<file path="src/rtl/scr_pkg.sv">
package scr_pkg;
  localparam int FRAME_BITS = 16;
  localparam int ADDR_W     = 3;
  localparam int ADDR_LSB   = 9;
  localparam int DATA_W     = 9;
  localparam int ATT_W      = 8;
  localparam int KEEP_BITS  = ADDR_LSB + ADDR_W;
  localparam int UNLOCK_LSB = 5;
  localparam int SYNC_STAGES = 2;

  typedef enum logic [ADDR_W-1:0] {
    ADR_ATT_L = 3'b000,
    ADR_ATT_R = 3'b001,
    ADR_CTL_A = 3'b010,
    ADR_CTL_B = 3'b011,
    ADR_EXT   = 3'b110
  } reg_addr_e;

  typedef struct packed {
    logic       soft_mute;
    logic       deemph_on;
    logic       dac_off;
    logic [1:0] word_len;
    logic       fmt_i2s;
    logic       lr_swap;
    logic       att_common;
    logic       slow_filter;
    logic       phase_inv;
    logic       clkout_div;
    logic [1:0] deemph_rate;
    logic       zero_mute_en;
    logic [1:0] diff_mode;
    logic       clkloss_off;
  } ctrl_t;
endpackage

</file>
<file path="src/rtl/scr_sync.sv">
module scr_sync #(
  parameter int WIDTH  = 4,
  parameter int STAGES = 2
) (
  input  logic             clk,
  input  logic             rst_n,
  input  logic [WIDTH-1:0] d,
  output logic [WIDTH-1:0] q
);
  for (genvar i = 0; i < WIDTH; i++) begin : g_bit
    logic [STAGES-1:0] chain;
    always_ff @(posedge clk or negedge rst_n) begin
      if (!rst_n) chain <= '0;
      else        chain <= {chain[STAGES-2:0], d[i]};
    end
    assign q[i] = chain[STAGES-1];
  end
endmodule

</file>
<file path="src/rtl/scr_shifter.sv">
module scr_shifter #(
  parameter int FRAME_BITS = 16,
  parameter int KEEP_BITS  = 12
) (
  input  logic                 clk,
  input  logic                 rst_n,
  input  logic                 bit_s,
  input  logic                 sclk_s,
  input  logic                 latch_s,
  input  logic                 csn_s,
  output logic                 wr_valid,
  output logic [KEEP_BITS-1:0] wr_word
);
  localparam int CNT_W = $clog2(FRAME_BITS + 2);
  localparam logic [CNT_W-1:0] CNT_FULL = CNT_W'(FRAME_BITS);
  localparam logic [CNT_W-1:0] CNT_OVER = CNT_W'(FRAME_BITS + 1);

  logic                 sclk_prev, latch_prev;
  logic [CNT_W-1:0]     bit_cnt;
  logic [KEEP_BITS-1:0] shreg;
  logic                 sclk_rise, latch_rise;

  assign sclk_rise  = sclk_s & ~sclk_prev;
  assign latch_rise = latch_s & ~latch_prev;

  always_ff @(posedge clk or negedge rst_n) begin
    if (!rst_n) begin
      sclk_prev  <= 1'b0;
      latch_prev <= 1'b0;
      bit_cnt    <= '0;
      shreg      <= '0;
      wr_valid   <= 1'b0;
      wr_word    <= '0;
    end else begin
      sclk_prev  <= sclk_s;
      latch_prev <= latch_s;
      wr_valid   <= 1'b0;
      if (latch_rise) begin
        wr_valid <= !csn_s && (bit_cnt == CNT_FULL);
        wr_word  <= shreg;
        bit_cnt  <= '0;
      end else if (csn_s) begin
        bit_cnt <= '0;
      end else if (sclk_rise) begin
        shreg <= {shreg[KEEP_BITS-2:0], bit_s};
        if (bit_cnt != CNT_OVER) bit_cnt <= bit_cnt + 1'b1;
      end
    end
  end
endmodule

</file>
<file path="src/rtl/scr_reg_bank.sv">
module scr_reg_bank
  import scr_pkg::*;
#(
  parameter int AW   = ADDR_W,
  parameter int DW   = DATA_W,
  parameter int AT_W = ATT_W
) (
  input  logic            clk,
  input  logic            rst_n,
  input  logic            wr_valid,
  input  logic [AW-1:0]   wr_addr,
  input  logic [DW-1:0]   wr_data,
  output logic [AT_W-1:0] att_left,
  output logic [AT_W-1:0] att_right,
  output ctrl_t           cfg
);
  localparam int LOAD_BIT = DW - 1;

  logic [AT_W-1:0] stage_l, stage_r, act_l, act_r;
  logic            unlocked;

  always_ff @(posedge clk or negedge rst_n) begin
    if (!rst_n) begin
      stage_l  <= '1;
      stage_r  <= '1;
      act_l    <= '1;
      act_r    <= '1;
      cfg      <= '0;
      unlocked <= 1'b0;
    end else if (wr_valid) begin
      case (wr_addr)
        ADR_ATT_L: begin
          stage_l <= wr_data[AT_W-1:0];
          if (wr_data[LOAD_BIT]) begin
            act_l <= wr_data[AT_W-1:0];
            act_r <= stage_r;
          end
        end
        ADR_ATT_R: begin
          stage_r <= wr_data[AT_W-1:0];
          if (wr_data[LOAD_BIT]) begin
            act_r <= wr_data[AT_W-1:0];
            act_l <= stage_l;
          end
        end
        ADR_CTL_A: begin
          cfg.soft_mute <= wr_data[0];
          cfg.deemph_on <= wr_data[1];
          cfg.dac_off   <= wr_data[2];
          cfg.word_len  <= wr_data[4:3];
          unlocked      <= &wr_data[DW-1:UNLOCK_LSB];
        end
        ADR_CTL_B: begin
          cfg.fmt_i2s      <= wr_data[0];
          cfg.lr_swap      <= wr_data[1];
          cfg.att_common   <= wr_data[2];
          cfg.slow_filter  <= wr_data[3];
          cfg.phase_inv    <= wr_data[4];
          cfg.clkout_div   <= wr_data[5];
          cfg.deemph_rate  <= wr_data[7:6];
          cfg.zero_mute_en <= wr_data[8];
        end
        ADR_EXT: begin
          if (unlocked) begin
            cfg.diff_mode   <= wr_data[5:4];
            cfg.clkloss_off <= wr_data[6];
          end
        end
        default: ;
      endcase
    end
  end

  assign att_left  = act_l;
  assign att_right = cfg.att_common ? act_l : act_r;
endmodule

</file>
<file path="src/rtl/serial_ctl_regs.sv">
module serial_ctl_regs
  import scr_pkg::*;
(
  input  logic             clk,
  input  logic             rst_n,
  input  logic             ser_data,
  input  logic             ser_clk,
  input  logic             ser_latch,
  input  logic             ser_cs_n,
  output logic [ATT_W-1:0] att_left,
  output logic [ATT_W-1:0] att_right,
  output logic             soft_mute,
  output logic             deemph_on,
  output logic             dac_off,
  output logic [1:0]       word_len,
  output logic             fmt_i2s,
  output logic             lr_swap,
  output logic             att_common,
  output logic             slow_filter,
  output logic             phase_inv,
  output logic             clkout_div,
  output logic [1:0]       deemph_rate,
  output logic             zero_mute_en,
  output logic [1:0]       diff_mode,
  output logic             clkloss_off
);
  logic [3:0]           sync_q;
  logic                 wr_valid;
  logic [KEEP_BITS-1:0] wr_word;
  ctrl_t                cfg;

  scr_sync #(.WIDTH(4), .STAGES(SYNC_STAGES)) u_sync (
    .clk   (clk),
    .rst_n (rst_n),
    .d     ({ser_cs_n, ser_latch, ser_clk, ser_data}),
    .q     (sync_q)
  );

  scr_shifter #(.FRAME_BITS(FRAME_BITS), .KEEP_BITS(KEEP_BITS)) u_shift (
    .clk      (clk),
    .rst_n    (rst_n),
    .bit_s    (sync_q[0]),
    .sclk_s   (sync_q[1]),
    .latch_s  (sync_q[2]),
    .csn_s    (sync_q[3]),
    .wr_valid (wr_valid),
    .wr_word  (wr_word)
  );

  scr_reg_bank u_bank (
    .clk       (clk),
    .rst_n     (rst_n),
    .wr_valid  (wr_valid),
    .wr_addr   (wr_word[ADDR_LSB +: ADDR_W]),
    .wr_data   (wr_word[DATA_W-1:0]),
    .att_left  (att_left),
    .att_right (att_right),
    .cfg       (cfg)
  );

  assign soft_mute    = cfg.soft_mute;
  assign deemph_on    = cfg.deemph_on;
  assign dac_off      = cfg.dac_off;
  assign word_len     = cfg.word_len;
  assign fmt_i2s      = cfg.fmt_i2s;
  assign lr_swap      = cfg.lr_swap;
  assign att_common   = cfg.att_common;
  assign slow_filter  = cfg.slow_filter;
  assign phase_inv    = cfg.phase_inv;
  assign clkout_div   = cfg.clkout_div;
  assign deemph_rate  = cfg.deemph_rate;
  assign zero_mute_en = cfg.zero_mute_en;
  assign diff_mode    = cfg.diff_mode;
  assign clkloss_off  = cfg.clkloss_off;
endmodule

</file>
<file path="config.mk">
export PLATFORM = sky130hd
export DESIGN_NAME = serial_ctl_regs
export DESIGN_NICKNAME = d
export VERILOG_FILES = /design/src/rtl/scr_pkg.sv /design/src/rtl/scr_sync.sv /design/src/rtl/scr_shifter.sv /design/src/rtl/scr_reg_bank.sv /design/src/rtl/serial_ctl_regs.sv
export SDC_FILE = /design/constraint.sdc
export NUM_CORES = 1
export LEC_CHECK = 0
export ABC_AREA = 0
export BUFFER_PORTS_ARGS = -buffer_cell sky130_fd_sc_hd__buf_2
export CORE_MARGIN = 8
export CORE_UTILIZATION = 50
export DETAILED_ROUTE_END_ITERATION = 10
export GPL_TIMING_DRIVEN = 0
export PLACE_DENSITY = 0.69
export SYNTH_ARGS = -nofsm -noshare
export SYNTH_HDL_FRONTEND = slang
export SYNTH_SLANG_ARGS = --single-unit
</file>
<file path="constraint.sdc">
create_clock -name clk -period 4 [get_ports clk]
set_input_delay 0.2 -clock clk [delete_from_list [all_inputs] [get_ports clk]]
set_output_delay 0.2 -clock clk [all_outputs]
set_load 0.1 [all_outputs]
</file>
# Yosys cells after proc, flatten, opt, wreduce, memory -nomap -nowiden
# Index checks and enable logic that the tools add are counted.
# classes
reduce_logical	15
n_bitwise	6
n_eq_ne	8
add_sub_neg	1
n_mux	11
# op_table
op	count
two-way mux 8 bit	4
case mux 8 bit (2 select lines)	2
two-way mux 5 bit	4
AND reduction 2 bit	5
AND reduction 4 bit	2
equality test 3 x 2 -> 1 bit (second input constant)	2
AND reduction 3 bit	2
nonzero test 3 bit	2
adder 5 x 1 -> 5 bit (second input constant)	1
equality test 5 bit (second input constant)	1
inequality test 5 bit (second input constant)	1
inequality test 2 bit (second input constant)	2
NOT 1 bit	4
equality test 3 x 1 -> 1 bit (second input constant)	1
equality test 3 bit (second input constant)	1
zero test 3 bit	1
AND 1 bit	2
nonzero test 2 bit	1
logical AND 1 bit	1
zero test 1 bit	1
two-way mux 1 bit	1
# totals
word_cells	70
output_inout_bits	33
regBits	90
input_bits	6

# Longest topological paths before layout
# Gate-level depths: netlist of the first run.
# depth
word_depth	5
ltp_mapped	6
ltp_nobuf	4

# Cells and area by module
# A second synthesis of the first run with hierarchy kept.
# unflattened
cells_unflattened	308
hier_area_um2	3821.2
# by_module_without_submodules
module	seq_area_each_um2	area_per_inst_um2	cells_each	instances
scr_reg_bank	1291.2	2245.9	179	1
scr_shifter	800.8	1345.0	117	1
scr_sync	200.2	230.2	12	1

# Least setup slack after synthesis of the first run
# No wires, ideal clock.
# synth_path
path_type	register to output
from	reg u_bank.cfg[9] (netlist name)
to	out att_right[0]
t_arrival_ns	1.858
slack_ns	1.942
path_stages_with_launch	3
path_buffers	1
path_cell_list	dfrtp_1 -> clkbuf_1 -> mux2_2
# synth_via
elab_chain_cells	1
# synth_lines
item	line	rtl
two-way mux 8 bit	scr_reg_bank.sv:75	assign att_right = cfg.att_common ? act_l : act_r;
to (decl)	serial_ctl_regs.sv:11	output logic [ATT_W-1:0] att_right,
# No other way between the ends.

# Final worst setup path of the first run
# layout_path
from	reg u_bank.cfg[9] (netlist name)
to	out att_right[7]
# layout_via
elab_chain_cells	1
# layout_lines
item	line
two-way mux 8 bit	scr_reg_bank.sv:75
# No other way between the ends.

==> results.txt, run 1 <==
----------------------------------------------------
[Clocking]
  Source-to-sink clock delay at the later pin of the worst-skew pair ... 0.36 ns
  Max Buffers Root-to-Sink ... 2
  H-tree lvl count ... 3
  Cell chosen for the clock root ... clkbuf_8
  Clock sink count ... 90
  CTS tree ... yes
  Total clock buffers created by CTS ... 9
  CTS-repair resized insts ... 0
  Clock transition time at the flip-flop clock pins of the worst setup and hold paths ... 0.10 ns

[Die]
  Die X ... 102.4 um
  Placeable core region ... 7253 sq um
  Die Area ... approximately 10000 sq um
  Die height ... 102.4 um
  Starting Density ... 0.5149
  Number of placement rows ... 31
  Total I/O pin count ... 39

[Placement]
  Buffers added on ports ... 38
  Final weighted congestion of routability-driven global placement ... 0.8005
  Post-DP HPWL ... 4.677 mm

[Synthesis]
  Yosys Warn Count ... 0
  Average cell area after synthesis ... between 10 and 15 sq um
  Ranking of synthesized cells by area ... dfrtp_1 39%, dfstp_2 23%, mux2_2 16%
  Top cell type by total area after synthesis ... dfrtp_1
  Post-Synthesis Cell Area ... 3735 sq um
  Number of different library cells in the post-synthesis netlist ... 31
  Sequential area share after synthesis ... 0.6137
  Synthesized Nets ... 295
  Synth cell count leaders ... 58 x dfrtp_1, 54 x mux2_2, 36 x nand2_1
  Fraction of synthesized cell area taken by the top area cell type ... 0.3886
  Number of enable flip-flop cells after synthesis ... 0
  Leading cell type by number of instances after synthesis ... dfrtp_1
  Flops & latches, synth ... 90
  Proportion of synthesized flip-flops having asynchronous set or reset ... 1.000
  Number of instances in the synthesized netlist ... 286
  Post-synth top flop ... dfrtp_1

[Detailed routing]
  Number of DRC markers in iteration 0 ... 103
  Final routed DRC violation total ... 0
  Per-cell routed wire length ... 14.94 um
  Wire length after detailed routing ... 6.649 mm
  Via total after detailed routing ... 2274
  Iteration count of the initial detailed-routing pass ... 6
  DR vias/cell ... 5.110
  Final antenna-violating net count ... 0

[STA]
  Endpoints failing hold ... 0
  Max_slew headroom ... 0.5652
  Final total negative setup slack ... 0 ns
  Final setup skew ... between 0.01 and 0.015 ns
  Transition time at the pin with the least slew margin ... 0.6494 ns
  Worst hold margin ... 0.2725 ns
  Endpoints failing setup ... 0
  Max-slew violations ... 0
  Peak Freq ... 506.1 MHz
  RSZ-0062 raised after global routing ... no
  Share of the cycle needed by the critical path after routing ... 0.4940
  Min Clock Period, post-route ... 1.976 ns

[Pwr]
  Internal power ... ~1300 uW
  Share of power burned in registers ... 0.597
  Leakage component of the power ... 0.002057 uW
  Pwr/cell area ... 405.7 nW/um^2
  Sw Share ... 0.2604
  Net switching power of the design ... between 400 and 500 uW
  Share of total power in combinational logic ... 0.067
  Clock share of power ... 0.336
  Peak ir drop on the vdd network ... 0.0002073 V

[Outcome]
  Run status ... finished clean

[Setup path]
  Kind of start point of the critical path ... flop
  Worst EP required ... 3.80 ns
  Critical Setup Path Class ... reg2out
  Largest fanout of any net on the critical path ... 9
  Data arrival time of the critical path ... 1.78 ns
  Capturing element type of the critical path ... output pin

[GRT]
  Overall Global Routing Usage ... 0.1436
  First-pass GRT wire length ... 11.73 mm
  Congestion Overflow GR ... 0
  Vias in the first global route ... roughly 2400
  Largest net degree at the start of global routing ... 70
  Number of antenna violations at the first check in global routing ... 0

[Finish]
  Share of cells above drive strength 1 ... 0.4393
  Seq. cell area ... about 2300 sq um
  Signed area change from the synthesized netlist to the final layout ... 15.78%
  Count of antenna diodes in the layout ... 0
  Multi-input combinational cell area ... 1345 sq um
  Number of nets in the layout ... 350
  Count of filler cells inserted in the layout ... about 600

[Flow run]
  Max-capacitance violation count ... 0

[Worst hold path]
  Hold Path Class ... in2async

----------------------------------------------------
==> path summary, 6_finish.rpt <==
path,from,end,slack [ns],cells after the start
hold / removal,rst_n,u_bank.cfg[9],0.27,2
max in group asynchronous,rst_n,u_bank.stage_l[1],3.08,3
hold reg to reg,u_sync.g_bit[3].chain[0],u_sync.g_bit[3].chain[1],0.36,0
min in group clk,u_sync.g_bit[3].chain[0],u_sync.g_bit[3].chain[1],0.36,0
setup / recovery,u_bank.cfg[9],att_right[7],2.02,3
setup reg to reg,u_shift.wr_word[11],u_bank.cfg[4],2.29,2
==> critical path: stages (launching register included) <==
cell      delay [ns]
dfrtp_1         0.35
clkbuf_1        0.39
mux2_2          0.39
buf_2           0.29
==> layout by cell type, fill, tap and decap left out, types with 2 or more instances in the layout <==
cell            n
nand4_1         4
nor2_1         17
dlygate4sd3_1   5
nor2b_1         3
ha_1            3
clkinvlp_4      2
inv_6           2
buf_2          42
dfrtp_1        58
nor4bb_1        2
nand3_1         5
clkbuf_1        6
mux2i_1        20
inv_1           4
a21oi_1        16
or3_1           2
clkbuf_8        9
nand2b_1        2
mux2_2         54
nor3_1          3
dfstp_2        32
buf_4           3
nand2_1        36
==> per-stage QoR <==
stage | total power [uW] | area, sq um | setup slack, ns | cells | util
3_5_place_dp | 1181 | 4079 | 2.281 | 424 | 0.5624
4_1_cts | 1780 | 4324 | 1.979 | 445 | 0.5962
2_1_floorplan | 1113 | 3735 | 1.942 | 286 | -
6_report | 1754 | 4324 | 2.024 | 445 | 0.5962
5_1_grt | 1845 | 4324 | 1.880 | 445 | 0.5962
3_3_place_gp | 1173 | 4049 | 1.958 | 423 | 0.5582
==> what timing repair did <==
item                                    4_1_cts  5_1_grt
hold buffers                                  5        0
endpoints found under the setup margin        0        0
endpoints found under the hold margin        25        0
buffers inserted                              0        0
==> per-layer routing <==
layer | wire [um] | track usage
met1 | 2955 | 0.1794
met2 | 3299 | 0.2328
met3 | 268 | 0.02657
met4 | 125 | 0.07336
met5 | 0 | 0
==> registers in the layout (all words and copies together) (netlist names) <==
| signal | flops |
|---|---|
| u_bank.cfg | 17 |
| u_bank.stage_r | 8 |
| u_shift.bit_cnt | 5 |
| u_bank.att_left | 8 |
| u_shift.shreg | 12 |
| u_sync.g_bit.chain | 8 |
| u_shift.latch_prev | 1 |
| u_shift.sclk_prev | 1 |
| u_bank.act_r | 8 |
| u_bank.unlocked | 1 |
| u_bank.stage_l | 8 |
| u_shift.wr_word | 12 |
| u_shift.wr_valid | 1 |
==> logic make-up (layout without fill, tap and decap cells) <==
logic type / after synthesis / in the layout / share of synthesized area
buffers and inverters: 20 / 80 / 0.02612
adders and majority gates: 3 / 3 / 0.01005
and+or+nand+nor: 80 / 80 / 0.1062
DFF: 90 / 90 / 0.6137
AOI/OAI and AO/OA: 19 / 19 / 0.02747
muxes: 74 / 74 / 0.2164
==> layout make-up <==
cell class / count / area share
multi-input cells: 176 / 0.3111
plain buffers: 16 / 0.01910
clock buffers: 10 / 0.03443
flip-flops and latches: 90 / 0.5301
inverters: 4 / 0.003472
repair buffers: 44 / 0.06250
well taps: 99 / 0.02865
clock inverters: 6 / 0.01071
==> power groups by stage <==
stage                     Combinational, uW  Sequential (uW)  Clock [uW]
after floorplan                        79.0             1030           0
after global placement                  110             1060           0
after detailed placement                116             1060           0
after CTS                               122             1050         610
after global routing                    135             1060         647
final                                   118             1050         589
Note: power is estimated with default switching activity, not from simulation.
==> inputs of run 2 (changes only) <==
==> constraint.sdc (replaced) <==
create_clock -name clk -period 1.96 [get_ports clk]
set_input_delay 0.098 -clock clk [delete_from_list [all_inputs] [get_ports clk]]
set_output_delay 0.098 -clock clk [all_outputs]
set_load 0.1 [all_outputs]
==> results.txt, run 2 (same netlist as run 1, synthesis figures left out) <==
----------------------------------------------------
[STA]
  Transition time at the pin with the least slew margin ... ~0.66 ns
  Final worst slack ... 0.2490 ns
  Share of the cycle needed by the critical path after routing ... 0.8730
  RSZ-0062 raised after global routing ... no
  Min Clock Period, post-route ... 1.711 ns
  Max-slew violations ... 0
  Max_slew headroom ... 0.5562
  Final setup skew ... 0.01214 ns
  Final total negative setup slack ... 0 ns
  Peak Freq ... 584.4 MHz
  Endpoints failing hold ... 0
  Endpoints failing setup ... 0

[Detailed routing]
  Wire length after detailed routing ... 6.643 mm
  Number of DRC markers in iteration 0 ... 113
  Iteration count of the initial detailed-routing pass ... 4
  Per-cell routed wire length ... 14.96 um
  DR vias/cell ... 5.110
  Final routed DRC violation total ... 0
  Final antenna-violating net count ... 0
  Via total after detailed routing ... approximately 2300

[Setup path]
  Cell at the slowest stage of the critical path ... nor3_1
  CP peak stage delay ... 0.42 ns
  Capturing element type of the critical path ... flop
  CP bufs+invs ... 2
  Critical path cell sequence ... clkbuf_1 > nor3_1 > buf_4 > mux2_2
  Number of cells on the worst reg-to-reg path ... 4
  Kind of start point of the critical path ... flop
  Critical Setup Path Class ... reg2reg
  Kind of cell with the highest combined delay on the critical path ... buffers and inverters
  Worst EP required ... 2.19 ns
  Largest fanout of any net on the critical path ... 10
  Data arrival time of the critical path ... between 1.5 and 2 ns
  WP depth ... 4

[Placement]
  Final weighted congestion of routability-driven global placement ... 0.8005
  Post-DP HPWL ... approximately 4.7 mm
  Cell count after placement ... approximately 420
  Placement Cell Area ... 4079 sq um
  Buffers added on ports ... 38
  Pre-CTS setup slack ... 0.2411 ns

[Flow run]
  Max-capacitance violation count ... 0

[GRT]
  Largest net degree at the start of global routing ... 70
  Congestion Overflow GR ... 0
  Overall Global Routing Usage ... 0.1436
  Number of antenna violations at the first check in global routing ... 0
  Vias in the first global route ... 2378
  First-pass GRT wire length ... ~12 mm

[Clocking]
  H-tree lvl count ... 3
  Cell chosen for the clock root ... clkbuf_8
  CTS-repair resized insts ... 0
  Clock sink count ... 90
  Total clock buffers created by CTS ... 9
  CTS tree ... yes
  Source-to-sink clock delay at the later pin of the worst-skew pair ... 0.35 ns
  Clock transition time at the flip-flop clock pins of the worst setup and hold paths ... 0.10 ns
  Max Buffers Root-to-Sink ... 2

[Finish]
  Seq. cell area ... between 2000 and 2500 sq um
  Share of cells above drive strength 1 ... 0.4406
  Commonest non-fill, non-tap cell in the layout ... dfrtp_1
  Number of non-filler instances in the completed layout ... 444
  Final design area excluding fillers ... between 4000 and 5000 sq um
  Count of antenna diodes in the layout ... 0
  Commonest cells after routing, fill and taps aside ... 58 x dfrtp_1, 54 x mux2_2, 42 x buf_2
  Multi-input combinational cell area ... 1345 sq um
  Reg with most FFs ... u_bank.cfg
  Regs by FF count ... u_bank.cfg x17, u_shift.shreg x12, u_shift.wr_word x12
  Signed area change from the synthesized netlist to the final layout ... 15.68%
  Number of nets in the layout ... about 350
  Number of flip-flops under the largest register name ... 17
  Count of filler cells inserted in the layout ... 603

[Die]
  Starting Density ... 0.5149
  Total I/O pin count ... 39
  Placeable core region ... 7253 sq um
  Die Area ... approximately 10000 sq um
  Die X ... 102.4 um
  Die height ... a little over 100 um
  Number of placement rows ... 31

[Pwr]
  Leakage component of the power ... roughly 0.0021 uW
  Peak ir drop on the vdd network ... 0.0004231 V
  Pwr/cell area ... 828.9 nW/um^2

[Worst hold path]
  Hold Path Class ... in2async

[Outcome]
  Run status ... finished clean

----------------------------------------------------
==> run 2: cell types whose count changed in the layout (fill, tap and decap cells not counted) <==
cell      before  now
clkbuf_1       6    5
==> run 2: area by class of cell <==
type                       instances  area share
inverter                           4    0.003475
timing repair buffer              44     0.06255
tap                               99     0.02867
clock inverter                     6     0.01072
sequential                        90      0.5306
clock buffer                      10     0.03446
multi-input combinational        176      0.3113
buffer                            15     0.01825
==> run 2: through the flow <==
step	utilization	total power, uW	hold slack [ns]
2_1_floorplan	-	2271	-0.1976
3_3_place_gp	0.5582	2394	0.2069
3_5_place_dp	0.5624	2411	0.008242
4_1_cts	0.5962	3633	0.1574
5_1_grt	0.5957	3766	0.1991
6_report	0.5957	3581	0.1726
==> run 2: per-layer routing <==
layer / track usage / wire (um) / vias to the layer above
li1: - / - / 1104
met2: 0.2328 / 3285 / 30
met4: 0.07336 / 120 / 0
met3: 0.02657 / 248 / 10
met5: 0 / 0 / -
met1: 0.1794 / 2989 / 1125
==> run 2: repair_timing <==
action	CTS	global route
endpoints found under the setup margin	0	8
hold buffers	5	0
buffers inserted	0	0
hold endpoints to repair	81	0
==> run 2: where the power goes <==
group	internal, uW	leakage, uW	switching, uW
sequential	1980	0.00110	156
clock	547	0.0000944	656
combinational	120	0.000860	122
==> run 2: final timing paths <==
path | from | to | slack [ns]
max in group asynchronous | rst_n | u_bank.stage_l[1] | 1.14
setup reg to reg | u_sync.g_bit[3].chain[1] | u_shift.shreg[4] | 0.25
hold / removal | rst_n | u_bank.cfg[9] | 0.17
min in group clk | u_sync.g_bit[3].chain[0] | u_sync.g_bit[3].chain[1] | 0.36
setup / recovery | u_sync.g_bit[3].chain[1] | u_shift.shreg[4] | 0.25
hold reg to reg | u_sync.g_bit[3].chain[0] | u_sync.g_bit[3].chain[1] | 0.36
==> run 2: worst register-to-register path, stage by stage, from the launching register on <==
cell and delay, ns:
dfrtp_1 0.37, clkbuf_1 0.19, nor3_1 0.42, buf_4 0.27, mux2_2 0.35
